--- src/rtl/tagger_pkg.sv ---
package tagger_pkg;

  localparam int unsigned LOOKAHEAD = 18;
  localparam int unsigned CNT_W     = $clog2(LOOKAHEAD + 1);
  localparam int unsigned DA_LEN    = 6;
  localparam int unsigned OUTER_HI  = 12;
  localparam int unsigned OUTER_LO  = 13;
  localparam int unsigned INNER_HI  = 16;
  localparam int unsigned INNER_LO  = 17;

  localparam logic [15:0] TPID_CTAG = 16'h8100;
  localparam logic [15:0] TPID_STAG = 16'h88A8;

  typedef struct packed {
    logic ucast;
    logic bcast;
    logic mcast;
    logic vlan;
    logic stack;
  } class_t;

  typedef struct packed {
    logic [7:0] data;
    logic       sop;
    logic       eop;
  } beat_t;

endpackage

--- src/rtl/tagger_fifo.sv ---
module tagger_fifo #(
  parameter int unsigned WIDTH = 8,
  parameter int unsigned DEPTH = 4
) (
  input  logic             clk_i,
  input  logic             rst_ni,
  input  logic             push_i,
  input  logic [WIDTH-1:0] wdata_i,
  input  logic             pop_i,
  output logic [WIDTH-1:0] rdata_o,
  output logic             empty_o,
  output logic             full_o
);
  localparam int unsigned AW = (DEPTH > 1) ? $clog2(DEPTH) : 1;
  localparam logic [AW:0] FULL_CNT = (AW + 1)'(DEPTH);

  logic [WIDTH-1:0] mem_q [DEPTH];
  logic [AW-1:0]    wr_q, rd_q;
  logic [AW:0]      cnt_q;

  function automatic logic [AW-1:0] bump(input logic [AW-1:0] p);
    return (p == AW'(DEPTH - 1)) ? '0 : p + AW'(1);
  endfunction

  assign empty_o = (cnt_q == '0);
  assign full_o  = (cnt_q == FULL_CNT);
  assign rdata_o = mem_q[rd_q];

  always_ff @(posedge clk_i or negedge rst_ni) begin
    if (!rst_ni) begin
      wr_q  <= '0;
      rd_q  <= '0;
      cnt_q <= '0;
    end else begin
      if (push_i) wr_q <= bump(wr_q);
      if (pop_i)  rd_q <= bump(rd_q);
      if (push_i && !pop_i)      cnt_q <= cnt_q + 1'b1;
      else if (pop_i && !push_i) cnt_q <= cnt_q - 1'b1;
    end
  end

  always_ff @(posedge clk_i) begin
    if (push_i) mem_q[wr_q] <= wdata_i;
  end

endmodule

--- src/rtl/tagger_parser.sv ---
module tagger_parser
  import tagger_pkg::*;
(
  input  logic       clk_i,
  input  logic       rst_ni,
  input  logic       beat_i,
  input  logic [7:0] data_i,
  input  logic       sop_i,
  input  logic       eop_i,
  output logic       cls_valid_o,
  output class_t     cls_o
);
  logic [CNT_W-1:0] cnt_q, cnt_n, pos;
  logic             all_ff_q, all_ff_n;
  logic             grp_q, grp_n;
  logic [15:0]      outer_q, outer_n, inner_q, inner_n;
  logic             open_q, act, fin;

  assign pos = sop_i ? '0 : cnt_q;
  assign act = sop_i || open_q;
  assign fin = beat_i && act && (eop_i || pos == CNT_W'(LOOKAHEAD - 1));

  always_comb begin
    cnt_n    = pos + CNT_W'(1);
    all_ff_n = sop_i ? 1'b1  : all_ff_q;
    grp_n    = sop_i ? 1'b0  : grp_q;
    outer_n  = sop_i ? 16'h0 : outer_q;
    inner_n  = sop_i ? 16'h0 : inner_q;
    if (pos == CNT_W'(0)) grp_n = data_i[0];
    if (pos < CNT_W'(DA_LEN)) all_ff_n = all_ff_n && (data_i == 8'hFF);
    if (pos == CNT_W'(OUTER_HI)) outer_n[15:8] = data_i;
    if (pos == CNT_W'(OUTER_LO)) outer_n[7:0]  = data_i;
    if (pos == CNT_W'(INNER_HI)) inner_n[15:8] = data_i;
    if (pos == CNT_W'(INNER_LO)) inner_n[7:0]  = data_i;
  end

  // flags only from fields fully present in the frame
  logic da_seen, outer_seen, inner_seen;
  assign da_seen    = cnt_n >= CNT_W'(DA_LEN);
  assign outer_seen = cnt_n >= CNT_W'(OUTER_LO + 1);
  assign inner_seen = cnt_n >= CNT_W'(INNER_LO + 1);

  always_comb begin
    cls_o.bcast = da_seen && all_ff_n;
    cls_o.mcast = grp_n && !cls_o.bcast;
    cls_o.ucast = !cls_o.bcast && !cls_o.mcast;
    cls_o.stack = inner_seen && (outer_n == TPID_STAG || outer_n == TPID_CTAG)
                  && (inner_n == TPID_CTAG);
    cls_o.vlan  = cls_o.stack || (outer_seen && outer_n == TPID_CTAG);
  end

  assign cls_valid_o = fin;

  always_ff @(posedge clk_i or negedge rst_ni) begin
    if (!rst_ni) begin
      cnt_q    <= '0;
      all_ff_q <= 1'b1;
      grp_q    <= 1'b0;
      outer_q  <= '0;
      inner_q  <= '0;
      open_q   <= 1'b0;
    end else if (beat_i && act) begin
      cnt_q    <= cnt_n;
      all_ff_q <= all_ff_n;
      grp_q    <= grp_n;
      outer_q  <= outer_n;
      inner_q  <= inner_n;
      open_q   <= !fin;
    end
  end

endmodule

--- src/rtl/frame_class_tagger.sv ---
module frame_class_tagger
  import tagger_pkg::*;
#(
  parameter int unsigned DATA_DEPTH  = 32,
  parameter int unsigned CLASS_DEPTH = 4
) (
  input  logic       clk_i,
  input  logic       rst_ni,
  input  logic [7:0] in_data_i,
  input  logic       in_sop_i,
  input  logic       in_eop_i,
  input  logic       in_valid_i,
  output logic       in_ready_o,
  output logic [7:0] out_data_o,
  output logic       out_sop_o,
  output logic       out_eop_o,
  output logic [4:0] out_class_o,
  output logic       out_valid_o,
  input  logic       out_ready_i
);
  localparam int unsigned BEAT_W  = $bits(beat_t);
  localparam int unsigned CLASS_W = $bits(class_t);

  logic   d_empty, d_full, c_empty, c_full;
  logic   in_fire, out_fire, cls_push;
  beat_t  in_beat, head;
  class_t cls_new, cls_head;
  logic [BEAT_W-1:0]  head_raw;
  logic [CLASS_W-1:0] cls_raw;

  assign in_ready_o = !d_full && !c_full;
  assign in_fire    = in_valid_i && in_ready_o;
  assign in_beat    = '{data: in_data_i, sop: in_sop_i, eop: in_eop_i};

  tagger_parser i_parser (
    .clk_i       (clk_i),
    .rst_ni      (rst_ni),
    .beat_i      (in_fire),
    .data_i      (in_data_i),
    .sop_i       (in_sop_i),
    .eop_i       (in_eop_i),
    .cls_valid_o (cls_push),
    .cls_o       (cls_new)
  );

  tagger_fifo #(.WIDTH(BEAT_W), .DEPTH(DATA_DEPTH)) i_data_fifo (
    .clk_i   (clk_i),
    .rst_ni  (rst_ni),
    .push_i  (in_fire),
    .wdata_i (in_beat),
    .pop_i   (out_fire),
    .rdata_o (head_raw),
    .empty_o (d_empty),
    .full_o  (d_full)
  );

  tagger_fifo #(.WIDTH(CLASS_W), .DEPTH(CLASS_DEPTH)) i_class_fifo (
    .clk_i   (clk_i),
    .rst_ni  (rst_ni),
    .push_i  (cls_push),
    .wdata_i (cls_new),
    .pop_i   (out_fire && head.sop),
    .rdata_o (cls_raw),
    .empty_o (c_empty),
    .full_o  (c_full)
  );

  assign head     = beat_t'(head_raw);
  assign cls_head = class_t'(cls_raw);

  // a frame's first byte waits for its class
  assign out_valid_o = !d_empty && (!head.sop || !c_empty);
  assign out_fire    = out_valid_o && out_ready_i;
  assign out_data_o  = head.data;
  assign out_sop_o   = head.sop;
  assign out_eop_o   = head.eop;
  assign out_class_o = head.sop ? cls_head : '0;

endmodule

--- config.mk ---
export PLATFORM = sky130hd
export DESIGN_NAME = frame_class_tagger
export DESIGN_NICKNAME = d
export VERILOG_FILES = /design/src/rtl/tagger_pkg.sv /design/src/rtl/tagger_fifo.sv /design/src/rtl/tagger_parser.sv /design/src/rtl/frame_class_tagger.sv
export SDC_FILE = /design/constraint.sdc
export NUM_CORES = 1
export LEC_CHECK = 0
export BUFFER_PORTS_ARGS = -buffer_cell sky130_fd_sc_hd__buf_2
export CORE_ASPECT_RATIO = 0.6
export CORE_UTILIZATION = 40
export DETAILED_ROUTE_END_ITERATION = 8
export GPL_ROUTABILITY_DRIVEN = 0
export GPL_TIMING_DRIVEN = 1
export PLACE_DENSITY = 0.62
export SYNTH_ARGS = -nofsm -noshare
export SYNTH_HDL_FRONTEND = slang
export SYNTH_SLANG_ARGS = --single-unit
--- constraint.sdc ---
create_clock -name clk_i -period 8.35 [get_ports clk_i]
set_input_delay 1.67 -clock clk_i [delete_from_list [all_inputs] [get_ports clk_i]]
set_output_delay 1.67 -clock clk_i [all_outputs]
set_load 0.03 [all_outputs]
==> metrics.txt <==
status=finished clean; Sw Ratio=between 30 and 40%; fmax=roughly 0.18 GHz; CTS H-tree lvls=2; arrival time at the worst endpoint=3.96 ns; DIE WIDTH=~270 um; Port Buf Inserts=30; Core Area=40,900 um^2; post_cts resized=0; Synth cell types=70; Fin. Hold Viols=0; antenna cells=0; via count=8,781; largest net degree at the start of global routing=64; Die Ht=161 um; Startpoint Class=register; Post-Layout Inst Area=18,800 um^2; row count=57; Max Cap Viol=0; Area after DPL=17,600 um^2; drt pass-1 iters=8; Clock Tree Root=clkbuf_16; internal power=~4.2 mW; Top Ports=31; Setup CP Type=reg2out; Sw Pwr=about 2.0 mW; DIE AREA=between 40,000 and 50,000 um^2; RSZ-0062 raised after global routing=no; synth warn=0; slew margin rel.=between 10% and 20%; Tot GR Track Use=between 10% and 20%; CP Capture Type=primary output; number of synthesized flops with an enable pin=between 300 and 400; Synth top area share=60.7%; setup TNS=0 ns; Residual DRC=0; Post-Synthesis Cells=between 900 and 1k; Hold Buf Count CTS=0; vias in the first global route=about 8.6k; Register Area=approximately 12,000 um^2; Final Skew=between 0.015 and 0.02 ns; Synth area leader=edfxtp_1; min Tclk post-route=5.63 ns; period utilization=67.5%; FILL cells=roughly 3.5k; synthesized area=approximately 17,000 um^2; initial antenna violation count=1; CTS tree=done; Synth area leaders=edfxtp_1, mux4_2, dfrtp_1; post-CTS setup buffer count=0; first-pass GRT wire length=between 50 and 60 mm; Worst Path Required=between 6 and 7 ns; Commonest cells post-synth=edfxtp_1, mux4_2, nor2_1; DR vias/cell=5.62; clock group share of total power=27.7%; Post-Syn Area per Cell=~18 um^2; final HPWL from detailed placement=23.4 mm; Initial Util=41.1%; Initial DRC Count=922; Logic pwr share=between 30 and 40%; GRT overflow=0; Routed WL=between 30 and 40 mm; clk slew on worst S/H paths=~0.07 ns; post-place setup slack=3.12 ns; register share of total power=a little over two fifths; WL/cell=about 24 um; Final setup viols=0; worst min-delay path class=reg2reg; fraction of registers with async set or reset after synthesis=15.6%; Max FO, Critical Path=48; sequential cell area fraction in the yosys report=a little over two thirds; post-route ant nets=0; Final #Nets=1,014; Max VDD drop=0.140 mV; Sink Count=roughly 400; Synth Register Bits=403; Max Slew Vio Count=0; worst-margin pin slew=1.31 ns; number of buffers created by CTS=37; clock latency on the worst-skew pair=around 0.54 ns; top_reg_cell synth=edfxtp_1; share of layout cells above drive strength 1=about a quarter; area of the multi-input gates=between 4000 and 5000 um^2; P_leak=around 6.3 nW; count leader, synth=edfxtp_1; Mapped Nets=about 970; worst setup margin=approximately 2.7 ns; Clock Path Buffers=3; area grow syn2layout=11.7%; pwr/cell area=approximately 330 nW/um^2
==> cell type report <==
type                    instances  share of cell area [%]
flip-flops and latches        403                    62.8
multi-input cells             467                    25.2
clock buffers                  50                    5.35
well taps                     560                    3.73
repair buffers                 52                    1.68
clock inverters                15                   0.932
inverters                      16                   0.320
==> power by group through the flow <==
| stage | clock, mW | combinational, mW | sequential (mW) |
|---|---|---|---|
| after floorplan | 0 | 1.48 | 2.45 |
| after global placement | 0 | 1.85 | 2.62 |
| after detailed placement | 0 | 1.87 | 2.62 |
| after CTS | 1.72 | 1.88 | 2.58 |
| after global routing | 1.79 | 1.99 | 2.61 |
| final | 1.69 | 1.86 | 2.57 |
==> layer usage <==
layer  vias to the layer above  share of wire [%]  routed length (um)  GRT usage, %
li1                       3824                  -                   -             -
met1                      4579                 50               19300          30.6
met2                       339                 41               15600          24.3
met3                        39                7.6                2890          3.59
met4                         0                1.2                 454          3.81
met5                         -                  0                   0             0
==> registers in the layout, indices dropped and copies added, names as in the netlist <==
name and flops:
i_parser.inner_q 16, i_parser.cnt_q 5, i_data_fifo.wr_q 5, i_parser.all_ff_q 1
i_data_fifo.mem_q 320, i_parser.open_q 1, i_parser.outer_q 16, i_class_fifo.wr_q 2
i_class_fifo.mem_q 20, i_class_fifo.rd_q 2, i_parser.grp_q 1, i_data_fifo.rd_q 5
i_data_fifo.cnt_q 6, i_class_fifo.cnt_q 3
==> worst max-delay path: stages, from the launching register on <==
cell	delay, ns
dfrtp_4	1.01
buf_4	0.74
mux4_2	0.60
mux4_2	0.51
mux2_2	0.32
buf_2	0.19
==> metrics by stage <==
stage	util (%)	hold slack, ns	power (mW)	instances
4_1_cts	45.9	0.484	6.18	1563
2_1_floorplan	-	0.450	3.93	931
3_3_place_gp	43.0	0.465	4.47	1498
6_report	45.9	0.485	6.12	1563
5_1_grt	45.9	0.506	6.38	1563
3_5_place_dp	43.0	0.479	4.49	1498
==> final timing paths <==
check / start / to / slack, ns / cells past startpoint
worst max-delay path: i_data_fifo.rd_q[0]$_DFFE_PN0P_ / out_data_o[0] / 2.72 / 5
max in group asynchronous: rst_ni / i_data_fifo.rd_q[0]$_DFFE_PN0P_ / 6.44 / 2
worst max register to register: i_data_fifo.rd_q[1]$_DFFE_PN0P_ / i_data_fifo.cnt_q[5]$_DFFE_PN0P_ / 3.66 / 16
worst min register to register: i_parser.all_ff_q$_DFFE_PN1P_ / i_parser.all_ff_q$_DFFE_PN1P_ / 0.48 / 2
min in group asynchronous: rst_ni / i_data_fifo.cnt_q[4]$_DFFE_PN0P_ / 1.30 / 2
worst min-delay path: i_parser.all_ff_q$_DFFE_PN1P_ / i_parser.all_ff_q$_DFFE_PN1P_ / 0.48 / 2
==> cell families after synthesis <==
family / count (synthesis) / share of synthesized area (%)
AOI/OAI and AO/OA: 107 / 4.64
adders and majority gates: 23 / 1.80
xor gates and xnor gates: 10 / 0.521
DFF: 403 / 70.1
buffers and inverters: 61 / 1.79
muxes: 132 / 15.3
and+or+nand+nor: 195 / 5.83
==> placed cells by master (no fill, tap or decap), types with 8 or more instances in the layout <==
| cell type | instances |
|---|---|
| dfrtp_1 | 59 |
| mux2_2 | 17 |
| inv_1 | 15 |
| edfxtp_1 | 340 |
| a22o_1 | 27 |
| ha_1 | 21 |
| clkbuf_16 | 37 |
| buf_4 | 22 |
| a21oi_1 | 12 |
| mux4_2 | 98 |
| buf_2 | 30 |
| nand3_1 | 8 |
| nor2b_1 | 10 |
| nand2_1 | 44 |
| nor2_1 | 64 |
| clkbuf_1 | 10 |
| o21ai_0 | 27 |
| mux2i_1 | 15 |
| nor3_1 | 11 |
Note: power is estimated with default switching activity, not from simulation.
